[config.mk]
export PLATFORM = sky130hd
export DESIGN_NAME = byte_perm_unit
export DESIGN_NICKNAME = d
export VERILOG_FILES = /design/src/rtl/bpu_pkg.sv /design/src/rtl/bpu_ctrl_sel.sv /design/src/rtl/bpu_xbar.sv /design/src/rtl/byte_perm_unit.sv
export SDC_FILE = /design/constraint.sdc
export NUM_CORES = 1
export LEC_CHECK = 0
export ABC_AREA = 1
export BUFFER_PORTS_ARGS = -buffer_cell sky130_fd_sc_hd__buf_2
export CAP_MARGIN = 10
export CORE_MARGIN = 1.5
export CORE_UTILIZATION = 61
export DETAILED_ROUTE_END_ITERATION = 7
export PLACE_DENSITY = 0.85
export SETUP_SLACK_MARGIN = 0.5
export SLEW_MARGIN = 20
export SYNTH_ARGS = -nofsm -noshare
export SYNTH_HDL_FRONTEND = slang
export SYNTH_HIERARCHICAL = 1
export SYNTH_SLANG_ARGS = --single-unit
[constraint.sdc]
create_clock -name clk -period 3.6 [get_ports clk]
set_input_delay 0.72 -clock clk [delete_from_list [all_inputs] [get_ports clk]]
set_output_delay 0.72 -clock clk [all_outputs]
set_load 0.03 [all_outputs]
[src/rtl/bpu_pkg.sv]
package bpu_pkg;
    localparam int LANES   = 8;
    localparam int BYTE_W  = 8;
    localparam int SEL_W   = $clog2(LANES);
    localparam int CTRL_W  = LANES * SEL_W;
    localparam int WORD_W  = LANES * BYTE_W;
    localparam int OP_W    = WORD_W / 2;
    localparam int HALF_LN = LANES / 4;   // bytes per half-word of an operand

    typedef enum logic [1:0] {
        PK_HL = 2'd0,
        PK_LL = 2'd1,
        PK_HH = 2'd2,
        PK_LH = 2'd3
    } pack_mode_e;

    typedef logic [SEL_W-1:0]  sel_t;
    typedef logic [CTRL_W-1:0] ctrl_t;
    typedef logic [WORD_W-1:0] word_t;

    typedef struct packed {
        logic  valid;
        word_t data;
    } perm_res_t;

    // Preset control word for one pack pattern.
    function automatic ctrl_t pack_ctrl(pack_mode_e m);
        ctrl_t c;
        logic  b_hi;
        logic  a_hi;
        int    base;
        c    = '0;
        b_hi = (m == PK_HL) || (m == PK_HH);
        a_hi = (m == PK_HH) || (m == PK_LH);
        for (int i = 0; i < LANES; i++) begin
            if (i < HALF_LN) begin
                base = a_hi ? HALF_LN : 0;
                c[i*SEL_W +: SEL_W] = SEL_W'(base + i);
            end else if (i < 2 * HALF_LN) begin
                base = LANES / 2 + (b_hi ? HALF_LN : 0);
                c[i*SEL_W +: SEL_W] = SEL_W'(base + i - HALF_LN);
            end else begin
                c[i*SEL_W +: SEL_W] = SEL_W'(i);
            end
        end
        return c;
    endfunction
endpackage

[src/rtl/bpu_ctrl_sel.sv]
module bpu_ctrl_sel
    import bpu_pkg::*;
(
    input  ctrl_t      ext_ctrl,
    input  logic       pack_en,
    input  pack_mode_e pack_mode,
    output ctrl_t      eff_ctrl
);
    ctrl_t preset;

    always_comb begin
        preset   = pack_ctrl(pack_mode);
        eff_ctrl = pack_en ? preset : ext_ctrl;
    end
endmodule

[src/rtl/bpu_xbar.sv]
module bpu_xbar
    import bpu_pkg::*;
(
    input  word_t src,
    input  ctrl_t ctrl,
    output word_t dst
);
    logic [BYTE_W-1:0] src_byte [LANES];

    genvar k;
    generate
        for (k = 0; k < LANES; k++) begin : g_lane
            assign src_byte[k] = src[k*BYTE_W +: BYTE_W];
            assign dst[k*BYTE_W +: BYTE_W] = src_byte[ctrl[k*SEL_W +: SEL_W]];
        end
    endgenerate
endmodule

[src/rtl/byte_perm_unit.sv]
module byte_perm_unit
    import bpu_pkg::*;
(
    input  logic              clk,
    input  logic              rst,
    input  logic              in_valid,
    input  logic [OP_W-1:0]   op_a,
    input  logic [OP_W-1:0]   op_b,
    input  logic [CTRL_W-1:0] perm_ctrl,
    input  logic              pack_en,
    input  logic [1:0]        pack_sel,
    output logic [WORD_W-1:0] res64,
    output logic [OP_W-1:0]   res32,
    output logic              out_valid
);
    word_t     src_word;
    ctrl_t     eff_ctrl;
    word_t     xbar_out;
    perm_res_t res_q;

    assign src_word = {op_b, op_a};

    bpu_ctrl_sel u_ctrl (
        .ext_ctrl  (perm_ctrl),
        .pack_en   (pack_en),
        .pack_mode (pack_mode_e'(pack_sel)),
        .eff_ctrl  (eff_ctrl)
    );

    bpu_xbar u_xbar (
        .src  (src_word),
        .ctrl (eff_ctrl),
        .dst  (xbar_out)
    );

    always_ff @(posedge clk) begin
        if (rst) begin
            res_q <= '0;
        end else begin
            res_q.valid <= in_valid;
            if (in_valid) res_q.data <= xbar_out;
        end
    end

    assign res64     = res_q.data;
    assign res32     = res_q.data[OP_W-1:0];
    assign out_valid = res_q.valid;


    reset_clear_chk: assert property (@(posedge clk)
        rst |=> (!out_valid && res64 == '0));


    valid_lag_chk: assert property (@(posedge clk) disable iff (rst)
        in_valid |=> out_valid);


    valid_idle_chk: assert property (@(posedge clk) disable iff (rst)
        !in_valid |=> !out_valid);


    hold_result_chk: assert property (@(posedge clk) disable iff (rst)
        !in_valid |=> $stable(res64));


    pack_hl_chk: assert property (@(posedge clk) disable iff (rst)
        (in_valid && pack_en && pack_sel == 2'd0) |=>
        res32 == {$past(op_b[31:16]), $past(op_a[15:0])});


    pack_lh_chk: assert property (@(posedge clk) disable iff (rst)
        (in_valid && pack_en && pack_sel == 2'd3) |=>
        res32 == {$past(op_b[15:0]), $past(op_a[31:16])});


    pack_upper_chk: assert property (@(posedge clk) disable iff (rst)
        (in_valid && pack_en) |=> res64[63:32] == $past(op_b));


    identity_perm_chk: assert property (@(posedge clk) disable iff (rst)
        (in_valid && !pack_en && perm_ctrl == 24'hFAC688) |=>
        res64 == {$past(op_b), $past(op_a)});
endmodule

==> run metrics, run 1 <==
outcome finished, violations left; failing checks design-rule violations; Hold/Removal Path Class flip-flop to flip-flop; Setup Fix Bufs, Post-CTS 0; unrepaired setup endpoints after global routing no; slowest stage cell, crit path nand2_1; r2r setup slk 2.96 ns; Worst-Margin Slew 1.098 ns; area of the core 13880 um^2; Ys Warns 6; gp weighted congestion 1.129; vias in the first global route 9636; syn nets 1840; maximum clock rate 392.3 MHz; top-count cell post-synth nand2_1; area of the die 14930 um^2; DP HPWL 23050 um; hold_buf cts 0; EDFF count, synth 0; Yosys reg bits 65; met2 Resource Use GR 0.6053; crit path cell chain buf_2 > inv_2 > nand2_1 > nand2_1 > inv_4 > nand3_1 > nand2_1 > nand2_1 > nand2_1 > inv_1 > nand2_1 > nand2_1 > nor2_1; GRT Util Overall 0.4535; Req. time, crit path 3.88 ns; Combinational Power Share 0.443; Clock power frac 0.290; most used routing layer met2; CP top delay family simple AND/OR/NAND/NOR gates; Psw 0.001366 W; vias 11550; cell count after synthesis 1746; final slew viol count 0; CTS max path bufs 2; Design Area, Final 9080 um^2; Cell Rows 43; Buf/Inv on CP 4; Unique masters post-synth 11; Worst Skew 0 ns; final hold slack 0.4639 ns; endpoints failing setup 0; fraction of registers with async set or reset after synthesis 0; starting density of the core 0.6241; Setup TNS 0 ns; initial antenna violation count 0; Seq/Total Area, Yosys 0.1502; share of total power in sequential cells 0.266; largest net degree at the start of global routing 85; initial DRC count 2603; # diodes 0; top cells by area, synth nand2_1 42%, dfxtp_1 15%, nand3_1 15%; GR Overflow Total 0; Post-DP Area 8780 um^2; Critical Path Start Type primary input; I/O pins 191; Int Pwr 0.001710 W; drt pass-1 iters 8; Commonest cells post-synth 970 x nand2_1, 256 x nand3_1, 146 x inv_1, 137 x nor2_1, 68 x buf_4; root buffer cell clkbuf_16; min Tclk post-route 2.549 ns; Clk pin slew, worst setup/hold paths 0.06 ns; drt wl/cell 17.46 um; post-cts repair resize count 0; Avg Vias per Cell 5.757; Critical Path AT 2.83 ns; mapped cell area 8663 um^2; maxcap violations 0; worst vdd ir 0.0002248 V; GR met3 Demand/Resource 0.1938; top_reg_cell synth dfxtp_1; Worst path most repeated cell nand2_1; first-pass GRT wire length 51670 um; met1 GRT Util 0.5909; CTS tree built; CP max stage delay 0.44 ns; Num CTS Buffers 9; WL final 35050 um; Die Y 122.2 um; sw frac 0.4441; CP Capture Type flip-flop; drt drc 64; Skew-Pair Late Insertion Delay 0.33 ns; Area growth syn-to-layout 4.809%; antenna viol nets, final 0; Synth top area share 0.4203; post-layout util 0.6541; number of buffers added on ports 190; Fin. Hold Viols 0; Crit Path Max Fanout 23; area leader, netlist nand2_1; Lkg Pwr 5.818 nW; htree depth 3; Clock Sink Count 65; DIE WIDTH 122.2 um; Crit Path Class primary input to flip-flop; Max-slew headroom 0.2671; layout cells sized above 1 0.1341; fin crit share 0.7081; nets 1916; Post-Syn Area per Cell 4.962 um^2; P per Cell Area 338.8 nW/um^2
==> per-layer routing <==
metal / routed length [um] / share of wire / vias up
li1: - / - / 5359
met1: 12650 / 0.36 / 4804
met2: 12740 / 0.36 / 1123
met3: 6990 / 0.20 / 268
met4: 2671 / 0.076 / 0
met5: 0 / 0 / -
==> power by group through the flow <==
stage               Sequential [W]  Combinational [W]  Clock (W)
floorplan                 0.000947           0.000906          0
global placement          0.000830            0.00127          0
detailed placement        0.000834            0.00128          0
CTS                       0.000819            0.00129   0.000894
global route              0.000826            0.00145   0.000924
finish                    0.000819            0.00136   0.000893
==> tightest hold or removal path: stages, from the launching register on <==
cell and delay, ns:
dfxtp_1 0.30, nor2_1 0.08, nor2_1 0.05
==> per-stage QoR <==
stage,instances,total power [W],setup WS [ns]
2_1_floorplan,1746,0.001853,1.719
3_3_place_gp,1991,0.002102,0.8439
3_5_place_dp,1991,0.002117,0.7779
4_1_cts,2007,0.003002,1.140
5_1_grt,2007,0.003205,0.9826
6_report,2007,0.003076,1.051
==> logic make-up (layout without fill, tap and decap cells) <==
family,after synthesis,count (layout),synth area share
DFF,65,65,0.1502
buffers and inverters,306,387,0.2136
and+or+nand+nor,1375,1375,0.6362
==> layout by cell type, fill, tap and decap left out <==
| cell | synthesis | layout |
|---|---|---|
| clkinv_2 | 0 | 2 |
| clkinvlp_4 | 0 | 2 |
| clkbuf_8 | 0 | 1 |
| dfxtp_1 | 65 | 65 |
| nor2_2 | 0 | 5 |
| clkbuf_16 | 0 | 9 |
| or2_1 | 12 | 12 |
| buf_4 | 68 | 18 |
| clkbuf_1 | 0 | 1 |
| inv_4 | 14 | 14 |
| nor2_1 | 137 | 132 |
| nand2_1 | 970 | 970 |
| inv_1 | 146 | 146 |
| buf_2 | 23 | 189 |
| bufinv_16 | 0 | 1 |
| inv_2 | 4 | 4 |
| nand3_1 | 256 | 256 |
==> area by class of cell <==
| cell class | count | area (um^2) |
|---|---|---|
| clock inverters | 5 | 55.05 |
| flip-flops and latches | 65 | 1301 |
| repair buffers | 207 | 1081 |
| multi-input cells | 1375 | 5524 |
| fillers | 1394 | 4801 |
| inverters | 164 | 650.6 |
| clock buffers | 11 | 242.7 |
| well taps | 180 | 225.2 |
==> state kept, by name, summed over array words and instances, names as in the netlist <==
| register | cells |
|---|---|
| res64 | 64 |
| out_valid | 1 |
==> worst paths after layout <==
check / from / to / cells after the start
setup reg to reg: res64[6] / res64[6] / 2
hold reg to reg: res64[55] / res64[55] / 2
hold / removal: res64[55] / res64[55] / 2
setup / recovery: pack_en / res64[22] / 13
(Power assumes the default switching activity.)
==> run 2: changes to the inputs <==
--- a/config.mk
+++ b/config.mk
@@ -9,9 +9,9 @@
 export BUFFER_PORTS_ARGS = -buffer_cell sky130_fd_sc_hd__buf_2
 export CAP_MARGIN = 10
 export CORE_MARGIN = 1.5
-export CORE_UTILIZATION = 61
+export CORE_UTILIZATION = 51
 export DETAILED_ROUTE_END_ITERATION = 7
-export PLACE_DENSITY = 0.85
+export PLACE_DENSITY = 0.76
 export SETUP_SLACK_MARGIN = 0.5
 export SLEW_MARGIN = 20
 export SYNTH_ARGS = -nofsm -noshare
==> constraint.sdc (replaced) <==
create_clock -name clk -period 2.2 [get_ports clk]
set_input_delay 0.44 -clock clk [delete_from_list [all_inputs] [get_ports clk]]
set_output_delay 0.44 -clock clk [all_outputs]
set_load 0.03 [all_outputs]
==> run metrics, run 2 (synthesis results as in run 1) <==
most frequent cells in the layout 967 x nand2_1, 256 x nand3_1, 188 x buf_2, 146 x inv_1, 133 x nor2_1 (was 970 x nand2_1, 256 x nand3_1, 189 x buf_2, 146 x inv_1, 132 x nor2_1); min Tclk post-route 1.668 ns; maxcap violations 0 (unchanged); area of the die 17780 um^2 (was 14930 um^2); CTS tree built (unchanged); maximum clock rate 599.7 MHz; vias in the first global route 9369 (was 9636); vias 11220 (was 11550); Hold/Removal Path Class primary input to flip-flop (was flip-flop to flip-flop); initial antenna violation count 0 (unchanged); number of buffers added on ports 190 (unchanged); pre-CTS setup slack 0.1232 ns (was 0.7779 ns); Req. time, crit path 2.43 ns (was 3.88 ns); Area growth syn-to-layout 8.666% (was 4.809%); Setup TNS 0 ns (unchanged); # diodes 0 (unchanged); nets 1932 (was 1916); initial DRC count 2010 (was 2603); commonest non-fill, non-tap cell in the layout nand2_1 (unchanged); CTS max path bufs 2 (unchanged); antenna viol nets, final 0 (unchanged); Cell Rows 47 (was 43); CP Capture Type flip-flop (unchanged); Worst-Margin Slew 0.5810 ns (was 1.098 ns); outcome finished, final reports clean (was finished, violations left); worst vdd ir 0.0004227 V (was 0.0002248 V); Design Area, Final 9414 um^2 (was 9080 um^2); Max-slew headroom 0.6122 (was 0.2671); DIE WIDTH 133.3 um (was 122.2 um); GR Overflow Total 0 (unchanged); layout cells sized above 1 0.1427 (was 0.1341); Lkg Pwr 5.942 nW (was 5.818 nW); Critical Path Start Type primary input (unchanged); I/O pins 191 (unchanged); starting density of the core 0.5224 (was 0.6241); Num CTS Buffers 9 (unchanged); Skew-Pair Late Insertion Delay 0.34 ns (was 0.33 ns); WL final 33820 um (was 35050 um); htree depth 3 (unchanged); Clock Sink Count 65 (unchanged); Fin. Hold Viols 0 (unchanged); drt pass-1 iters 8 (unchanged); Non-Filler Instances 2063 (was 2007); first-pass GRT wire length 51940 um (was 51670 um); gp weighted congestion 0.9918 (was 1.129); Worst Skew 0 ns (unchanged); max reg flops 64 (unchanged); largest net degree at the start of global routing 65 (was 85); Crit Path Class primary input to flip-flop (unchanged); drt drc 0 (was 64); P per Cell Area 537.1 nW/um^2 (was 338.8 nW/um^2); DP HPWL 23510 um (was 23050 um); endpoints failing setup 0 (unchanged); Clk pin slew, worst setup/hold paths 0.06 ns (about the same); unrepaired setup endpoints after global routing no (unchanged); Die Y 133.3 um (was 122.2 um); GRT Util Overall 0.3700 (was 0.4535); Critical Path AT 1.90 ns (was 2.83 ns); drt wl/cell 16.39 um (was 17.46 um); Final WS setup 0.5324 ns (was 1.051 ns); post-layout util 0.5677 (was 0.6541); fin crit share 0.7580; Avg Vias per Cell 5.437 (was 5.757); Crit Path Max Fanout 16 (was 23); root buffer cell clkbuf_16 (unchanged); Inst Count DP 2044 (was 1991); number of fill cells 1797 (was 1394); area of the core 16580 um^2 (was 13880 um^2); Post-DP Area 8990 um^2 (was 8780 um^2); final slew viol count 0 (unchanged)
run 2: cell types whose count changed in the layout (fill, tap and decap cells not counted), sizes merged:
| cell | before | now |
|---|---|---|
| buf | 207 | 221 |
| clkbuf | 11 | 13 |
| clkinv | 2 | 3 |
| inv | 164 | 163 |
run 2: path summary, 6_finish.rpt:
kind         cells past startpoint      start  slack [ns]   endpoint
max                             14    pack_en        0.53   res64[4]
min                              2        rst        0.28  out_valid
max reg2reg                      2  res64[10]        1.55  res64[10]
min reg2reg                      2  res64[48]        0.47  res64[48]
run 2: power breakdown:
group          switching (W)  total (W)  internal (W)
Combinational        0.00159    0.00226      0.000665
Sequential         0.0000632    0.00134       0.00128
Clock               0.000557    0.00146      0.000904
Total                0.00221    0.00506       0.00285
run 2: stage by stage:
step | total power, W | hold WS, ns
2_1_floorplan | 0.003032 | 0.5113
3_3_place_gp | 0.003482 | 0.4537
3_5_place_dp | 0.003497 | 0.4604
4_1_cts | 0.004969 | 0.2689
5_1_grt | 0.005330 | 0.2883
6_report | 0.005057 | 0.2778
run 2: repair_timing:
| action | 4_1_cts | 5_1_grt |
|---|---|---|
| setup endpoints to repair | 2 | 60 |
| hold buffers | 0 | 0 |
| setup buffers | 0 | 1 |
| cloned | 0 | 2 |
| gates resized for setup | 2 | 17 |
| pin swaps | 0 | 1 |
run 2: layer usage:
layer,global-route usage,wire [um],vias to the layer above
met4,0.1588,1227,0
met1,0.5267,13780,4759
met2,0.5040,13080,944
met3,0.1206,5732,123
li1,-,-,5391
met5,0,0,-
run 2: cell type report:
type,count,area (um^2),area share
multi-input cells,1375,5534,0.5879
repair buffers,223,1340,0.1423
flip-flops and latches,65,1301,0.1382
inverters,164,665.6,0.07071
well taps,220,275.3,0.02924
clock buffers,11,242.7,0.02578
clock inverters,5,55.05,0.005848
run 2: critical path: stages:
cell and delay, ns:
buf_6 0.14, buf_8 0.15, nor2_4 0.18, buf_12 0.16, clkbuf_16 0.17, nand2_1 0.06, nand3_1 0.09, nand2_1 0.09
nand2_1 0.07, nand2_1 0.11, inv_1 0.09, nand2_1 0.05, nand2_1 0.06, nor2_1 0.04
